$ cat src/rtl/pxl_lat_pkg.sv
// Shared definitions for the pixel hit latency buffer.
package pxl_lat_pkg;
    // Width of the time-over-threshold field carried by every record.
    localparam int TOT_W = 8;

    // What the oldest stored entry does this crossing.
    typedef enum logic [1:0] {
        HD_EMPTY = 2'd0,   // nothing stored
        HD_AGING = 2'd1,   // head still inside its latency window
        HD_SEND  = 2'd2,   // head expired and its crossing was triggered
        HD_DROP  = 2'd3    // head expired without a trigger: free it
    } head_state_e;
endpackage

$ cat src/rtl/pxl_hit_fifo.sv
// Circular store for timestamped hit entries with two write ports.
// Port A is written ahead of port B in the same cycle, so a duplicated
// record keeps its earlier copy in front. Assumes DEPTH is a power of two,
// at least 2, and that the caller never writes more entries than are free.
module pxl_hit_fifo #(
    parameter int W     = 25,
    parameter int DEPTH = 64
) (
    input  logic                       clk,
    input  logic                       rst_n,
    input  logic                       push_a,
    input  logic [W-1:0]               data_a,
    input  logic                       push_b,
    input  logic [W-1:0]               data_b,
    input  logic                       pop,
    output logic [W-1:0]               head,
    output logic [$clog2(DEPTH+1)-1:0] count
);
    localparam int AW = $clog2(DEPTH);
    localparam int CW = $clog2(DEPTH+1);

    logic [W-1:0]  mem [DEPTH];
    logic [AW-1:0] wr_ptr;
    logic [AW-1:0] rd_ptr;
    logic [AW-1:0] slot_b;
    logic          pop_ok;

    assign slot_b = wr_ptr + AW'(push_a);
    assign pop_ok = pop && (count != '0);
    assign head   = mem[rd_ptr];

    // Storage write: A lands first, B in the following slot.
    always_ff @(posedge clk) begin
        if (push_a) mem[wr_ptr] <= data_a;
        if (push_b) mem[slot_b] <= data_b;
    end

    // Pointer and occupancy bookkeeping.
    always_ff @(posedge clk) begin
        if (!rst_n) begin
            wr_ptr <= '0;
            rd_ptr <= '0;
            count  <= '0;
        end else begin
            wr_ptr <= wr_ptr + AW'(push_a) + AW'(push_b);
            rd_ptr <= rd_ptr + AW'(pop_ok);
            count  <= count + CW'(push_a) + CW'(push_b) - CW'(pop_ok);
        end
    end
endmodule

$ cat src/rtl/pxl_trig_hist.sv
// One trigger mark per timestamp value. Each crossing writes the trigger
// bit of the crossing that is LATENCY old. Reads of the slot being written
// this cycle see the incoming bit. Assumes no entry waits longer than one
// full timestamp wrap.
module pxl_trig_hist #(
    parameter int TS_W = 8
) (
    input  logic            clk,
    input  logic            rst_n,
    input  logic [TS_W-1:0] wr_idx,
    input  logic            wr_bit,
    input  logic [TS_W-1:0] rd_idx,
    output logic            rd_bit
);
    localparam int N = 1 << TS_W;

    logic [N-1:0] marks;

    // Record the trigger decision for the crossing leaving the window.
    always_ff @(posedge clk) begin
        if (!rst_n) marks <= '0;
        else        marks[wr_idx] <= wr_bit;
    end

    // Lookup with same-cycle bypass.
    always_comb begin
        if (rd_idx == wr_idx) rd_bit = wr_bit;
        else                  rd_bit = marks[rd_idx];
    end
endmodule

$ cat src/rtl/pxl_ovf_track.sv
// Counts dropped records with saturation and keeps a sticky flag.
// Assumes drop is a one-cycle pulse per dropped record.
module pxl_ovf_track #(
    parameter int OVF_W = 8
) (
    input  logic             clk,
    input  logic             rst_n,
    input  logic             drop,
    output logic             flag,
    output logic [OVF_W-1:0] count
);
    localparam logic [OVF_W-1:0] CMAX = '1;

    // Saturating drop counter and sticky flag.
    always_ff @(posedge clk) begin
        if (!rst_n) begin
            count <= '0;
            flag  <= 1'b0;
        end else if (drop) begin
            flag <= 1'b1;
            if (count != CMAX) count <= count + 1'b1;
        end
    end
endmodule

$ cat src/rtl/pxl_latency_buf.sv
// End-of-column latency buffer for one pixel column pair.
// It tags each accepted hit with the current crossing and duplicates
// low-ToT hits one crossing back. Entries are held until LATENCY crossings
// have passed. The oldest entry is then sent if its crossing was triggered
// and freed otherwise. Assumes LATENCY < 2^TS_W, DEPTH a power of two, and a
// sink that never stalls the head beyond 2^TS_W - LATENCY crossings.
module pxl_latency_buf
    import pxl_lat_pkg::*;
#(
    parameter int ROW_W   = 8,
    parameter int COL_W   = 1,
    parameter int TS_W    = 8,
    parameter int LATENCY = 100,
    parameter int DEPTH   = 64,
    parameter int OVF_W   = 8
) (
    input  logic             clk,
    input  logic             rst_n,
    input  logic             hit_valid,
    input  logic [ROW_W-1:0] hit_row,
    input  logic [COL_W-1:0] hit_col,
    input  logic [TOT_W-1:0] hit_tot,
    input  logic [TOT_W-1:0] dup_limit,
    input  logic             trig,
    output logic             out_valid,
    input  logic             out_ready,
    output logic [ROW_W-1:0] out_row,
    output logic [COL_W-1:0] out_col,
    output logic [TOT_W-1:0] out_tot,
    output logic [TS_W-1:0]  out_ts,
    output logic             ovf_flag,
    output logic [OVF_W-1:0] ovf_count
);
    localparam int              ENT_W  = ROW_W + COL_W + TOT_W + TS_W;
    localparam int              CNT_W  = $clog2(DEPTH+1);
    localparam logic [TS_W-1:0] LAT_TS = TS_W'(LATENCY);

    logic [TS_W-1:0]  bx_cnt;
    logic [TS_W-1:0]  ts_prev;
    logic             wants_dup;
    logic [CNT_W-1:0] need;
    logic [CNT_W-1:0] room;
    logic [CNT_W-1:0] fifo_count;
    logic             accept;
    logic             drop;
    logic [ENT_W-1:0] ent_dup;
    logic [ENT_W-1:0] ent_prim;
    logic [ENT_W-1:0] fifo_head;
    logic [ROW_W-1:0] head_row;
    logic [COL_W-1:0] head_col;
    logic [TOT_W-1:0] head_tot;
    logic [TS_W-1:0]  head_ts;
    logic [TS_W-1:0]  head_age;
    logic [TS_W-1:0]  hist_wr_idx;
    logic             head_trig;
    logic             pop;
    head_state_e      head_state;

    // Free-running crossing counter, the timestamp source.
    always_ff @(posedge clk) begin
        if (!rst_n) bx_cnt <= '0;
        else        bx_cnt <= bx_cnt + 1'b1;
    end

    // Admission: a record goes in whole or not at all.
    always_comb begin
        wants_dup = (hit_tot <= dup_limit);
        need      = wants_dup ? CNT_W'(2) : CNT_W'(1);
        room      = CNT_W'(DEPTH) - fifo_count;
        accept    = hit_valid && (need <= room);
        drop      = hit_valid && !accept;
        ts_prev   = bx_cnt - TS_W'(1);
        ent_dup   = {hit_row, hit_col, hit_tot, ts_prev};
        ent_prim  = {hit_row, hit_col, hit_tot, bx_cnt};
    end

    pxl_hit_fifo #(
        .W     (ENT_W),
        .DEPTH (DEPTH)
    ) u_store (
        .clk    (clk),
        .rst_n  (rst_n),
        .push_a (accept && wants_dup),
        .data_a (ent_dup),
        .push_b (accept),
        .data_b (ent_prim),
        .pop    (pop),
        .head   (fifo_head),
        .count  (fifo_count)
    );

    assign {head_row, head_col, head_tot, head_ts} = fifo_head;
    assign head_age    = bx_cnt - head_ts;
    assign hist_wr_idx = bx_cnt - LAT_TS;

    pxl_trig_hist #(
        .TS_W (TS_W)
    ) u_trig (
        .clk    (clk),
        .rst_n  (rst_n),
        .wr_idx (hist_wr_idx),
        .wr_bit (trig),
        .rd_idx (head_ts),
        .rd_bit (head_trig)
    );

    // Decide what the oldest entry does this crossing.
    always_comb begin
        if (fifo_count == '0)       head_state = HD_EMPTY;
        else if (head_age < LAT_TS) head_state = HD_AGING;
        else if (head_trig)         head_state = HD_SEND;
        else                        head_state = HD_DROP;
    end

    assign out_valid = (head_state == HD_SEND);
    assign pop       = (head_state == HD_DROP) || (out_valid && out_ready);
    assign out_row   = head_row;
    assign out_col   = head_col;
    assign out_tot   = head_tot;
    assign out_ts    = head_ts;

    pxl_ovf_track #(
        .OVF_W (OVF_W)
    ) u_ovf (
        .clk   (clk),
        .rst_n (rst_n),
        .drop  (drop),
        .flag  (ovf_flag),
        .count (ovf_count)
    );
endmodule

$ cat config.mk
export PLATFORM = sky130hd
export DESIGN_NAME = pxl_latency_buf
export DESIGN_NICKNAME = d
export VERILOG_FILES = /design/src/rtl/pxl_lat_pkg.sv /design/src/rtl/pxl_hit_fifo.sv /design/src/rtl/pxl_trig_hist.sv /design/src/rtl/pxl_ovf_track.sv /design/src/rtl/pxl_latency_buf.sv
export SDC_FILE = /design/constraint.sdc
export NUM_CORES = 2
export LEC_CHECK = 0
export ABC_AREA = 0
export BUFFER_PORTS_ARGS = -buffer_cell sky130_fd_sc_hd__buf_4
export CORE_MARGIN = 2
export CORE_UTILIZATION = 55
export CTS_CLUSTER_SIZE = 10
export DETAILED_ROUTE_END_ITERATION = 10
export HOLD_SLACK_MARGIN = 0.15
export PLACE_DENSITY = 0.77
export SKIP_LAST_GASP = 1
export SYNTH_ARGS = -nofsm -noshare
export SYNTH_HDL_FRONTEND = slang
export SYNTH_SLANG_ARGS = --single-unit
$ cat constraint.sdc
create_clock -name clk -period 18.25 [get_ports clk]
set_input_delay 3.65 -clock clk [delete_from_list [all_inputs] [get_ports clk]]
set_output_delay 3.65 -clock clk [all_outputs]
set_load 0.02 [all_outputs]
==> results.md <==
- Outcome: finished, final reports clean
- Crit-path max FO: 63
- Clock Skew: 0.0819 ns
- Layout Cells excl Fill: 7544
- Slowest CP cell: buf_4
- Met3 wire len: 29.1 mm
- Via count: 51000
- Critical path arrival: 8.28 ns
- WL final: 235 mm
- Synth Net Count: 5576
- Reg area: 53900 um2
- DP Area: 86300 um2
- P_leak: 28.9 nW
- Syn avg cell area: 15.2 um2
- Most common cell after layout, fill and taps aside: edfxtp_1
- Via density: 6.76
- Post-synthesis cell type count: 78
- Initial antenna violation count: 14
- Ys async rst share: 0%
- Post-CTS Hold Fix Bufs: 0
- Final critical-path share of the clock period: 65.4%
- Max incr delay on CP: 0.82 ns
- # port buffers: 64
- DRC: 0
- Clk sinks: 1892
- Total track usage: 30.0%
- Worst Setup Path Type: reg -> out
- Post-CTS Resized: 0
- Worst path most repeated cell: buf_4
- Gate Count Post-Synth: 5498
- Initial DRC count: 7970
- Design area: 92200 um2
- Power density over cell area: 122 nW/um2
- Number of core rows: 143
- Layout cell share with drive strength beyond 1: 18.7%
- Worst-Margin Slew: 1.45 ns
- Chip Height: 394 um
- Initial Utilization: 55.2%
- Fillers: 10700
- First-pass GRT wire length: 343 mm
- Slew margin rel.: 3.07%
- Maximum clock insertion buffer count: 3
- Warnings from Yosys: 0
- WL met2: 110 mm
- Placed cells: 7252
- Peak VDD IR: 0.111 mV
- GPL Wtd Cong: 0.938
- Largest net degree at the start of global routing: 155
- Post-synth EDFFs: 1600
- CTS tree: done
- Synthesized flop and latch total: 1892
- Multi-input gate area: 28600 um2
- Worst-skew pair later-pin latency: 0.86 ns
- Clock slew at reported path FFs: 0.05 ns
- Fmax: 0.0838 GHz
- CORE AREA: 151000 um2
- Num CTS Buffers: 211
- Full die area: 155000 um2
- DIE WIDTH: 394 um
- CP Cell Sequence: buf_4 > buf_4 > mux4_2 > a22oi_1 > o211ai_1 > and3_1 > nor2_1 > buf_4 > inv_6 > buf_4 > mux2i_1 > mux2i_1 > a211o_1 > a311oi_1 > a2111oi_0 > a311o_1 > a32o_1 > buf_4
- Post-Synthesis Cell Area: 83500 um2
- Final Net Count: 5513
- Final min period: 11.93 ns
- CP Buf/Inv Count: 6
- Hold Path Class: reg -> reg
- Max_cap viols: 0
- Post-CTS setup buffer count: 0
- HPWL Detailed: 132 mm
- Root Buffer: clkbuf_16
- Final Max Slew Viols: 0
- CP top delay family: buffers and inverters
- Routed Antenna Nets: 0
- Crit path launch type: register
- Layout area overhead: 10.4%
- CTS HTree Levels: 4
- Setup tns final: 0 ns
- Required time worst endpoint: 14.60 ns
- Top layer in use: met5
- Initial DRT Pass Iterations: 6
- Synth Flop Type: edfxtp_1
- Total congestion overflow: 0
- Sequential fraction of the synthesis area: 64.5%
- Drt wl/cell: 31.1 um
- Boundary pin count: 65
- Vias in the first global route: 50200
- Commonest non-fill, non-tap cells in the layout: edfxtp_1 (1600), nand2_1 (578), mux4_2 (502)
- Worst setup EP type: output port
- Setup violators final: 0
- M1 WL: 85.3 mm
- RSZ-0062 raised after global routing: false
- Final Hold Fails: 0
flip-flops by register name, indices dropped and copies added (netlist names):
signal          count
u_store.rd_ptr      6
u_ovf.flag          1
u_store.mem      1600
bx_cnt              8
u_store.wr_ptr      6
u_ovf.count         8
u_store.count       7
u_trig.marks      256
Yosys cell counts, types with 4 or more instances:
library cell / count / area [um2]
a21o_1: 5 / 37.5
nand3_1: 292 / 1460
dfxtp_1: 292 / 5850
o21ai_0: 345 / 1730
o2bb2ai_1: 5 / 43.8
buf_1: 51 / 191
inv_1: 33 / 124
xnor2_1: 479 / 4200
nor2b_1: 12 / 75.1
or3b_2: 4 / 35.0
nand3b_1: 4 / 30.0
and3_1: 18 / 113
a21oi_1: 80 / 400
a22oi_1: 15 / 113
nand2_1: 578 / 2170
nor3_1: 14 / 70.1
o211ai_1: 8 / 60.1
and2_1: 47 / 294
a21boi_0: 261 / 1960
or3_1: 7 / 43.8
clkbuf_1: 324 / 1220
mux2i_1: 75 / 751
mux2_2: 55 / 619
a221oi_1: 11 / 96.3
buf_4: 9 / 67.6
inv_2: 5 / 18.8
buf_2: 23 / 115
edfxtp_1: 1600 / 48000
o22ai_1: 17 / 106
ha_1: 46 / 576
xor2_1: 18 / 158
nor2_1: 166 / 623
nand4_1: 15 / 93.8
a31oi_1: 4 / 25.0
mux4_2: 502 / 11300
buf_6: 7 / 78.8
where the power goes:
part / switching, W / internal, W / total, W
Combinational: 0.00153 / 0.00108 / 0.00261
Sequential: 0.0000558 / 0.00482 / 0.00488
Clock: 0.00168 / 0.00211 / 0.00378
worst min-delay path, stage by stage, from the launching register on:
cell and delay [ns]:
dfxtp_1 0.31, inv_1 0.04, a21boi_0 0.06
stage by stage:
step	setup slack, ns	power [W]	utilization, %	hold WS (ns)
3_5_place_dp	7.39	0.00750	57.0	0.474
5_1_grt	6.07	0.0116	60.9	0.494
2_1_floorplan	9.25	0.00672	-	0.452
4_1_cts	6.48	0.0113	60.9	0.482
3_3_place_gp	7.46	0.00745	57.0	0.451
6_report	6.32	0.0113	60.9	0.474
path summary, 6_finish.rpt:
check	end	cells past startpoint	start	slack, ns
hold / removal	u_ovf.flag$_SDFFE_PN0P_	2	u_ovf.flag$_SDFFE_PN0P_	0.47
setup reg to reg	u_store.count[6]$_SDFF_PN0_	29	u_store.rd_ptr[1]$_SDFF_PN0_	8.48
hold reg to reg	u_ovf.flag$_SDFFE_PN0P_	2	u_ovf.flag$_SDFFE_PN0P_	0.47
setup / recovery	out_valid	18	u_store.rd_ptr[1]$_SDFF_PN0_	6.32
kinds of logic after synthesis:
| family | Yosys count | synth area share (%) |
|---|---|---|
| adder cells (fa/ha/maj) | 48 | 0.737 |
| AND/OR/NAND/NOR | 1177 | 6.20 |
| multiplexers | 633 | 15.2 |
| buffers and inverters | 455 | 2.18 |
| flip-flops | 1892 | 64.5 |
| XOR/XNOR | 497 | 5.21 |
| AO/OA/AOI/OAI | 796 | 5.95 |
cell type report:
| cell class | count | share of cell area (%) |
|---|---|---|
| diodes | 3 | 0.00814 |
| clock buffers | 269 | 6.03 |
| clock inverters | 20 | 0.337 |
| inverters | 41 | 0.172 |
| multi-input cells | 3151 | 31.0 |
| flip-flops and latches | 1892 | 58.5 |
| well taps | 2030 | 2.76 |
| repair buffers | 138 | 1.16 |
routing by layer:
layer	vias up	track usage, %
met2	3740	46.6
met5	-	0
met4	4	11.8
met1	25900	41.2
li1	20700	-
met3	647	7.46
(Power assumes the default switching activity.)
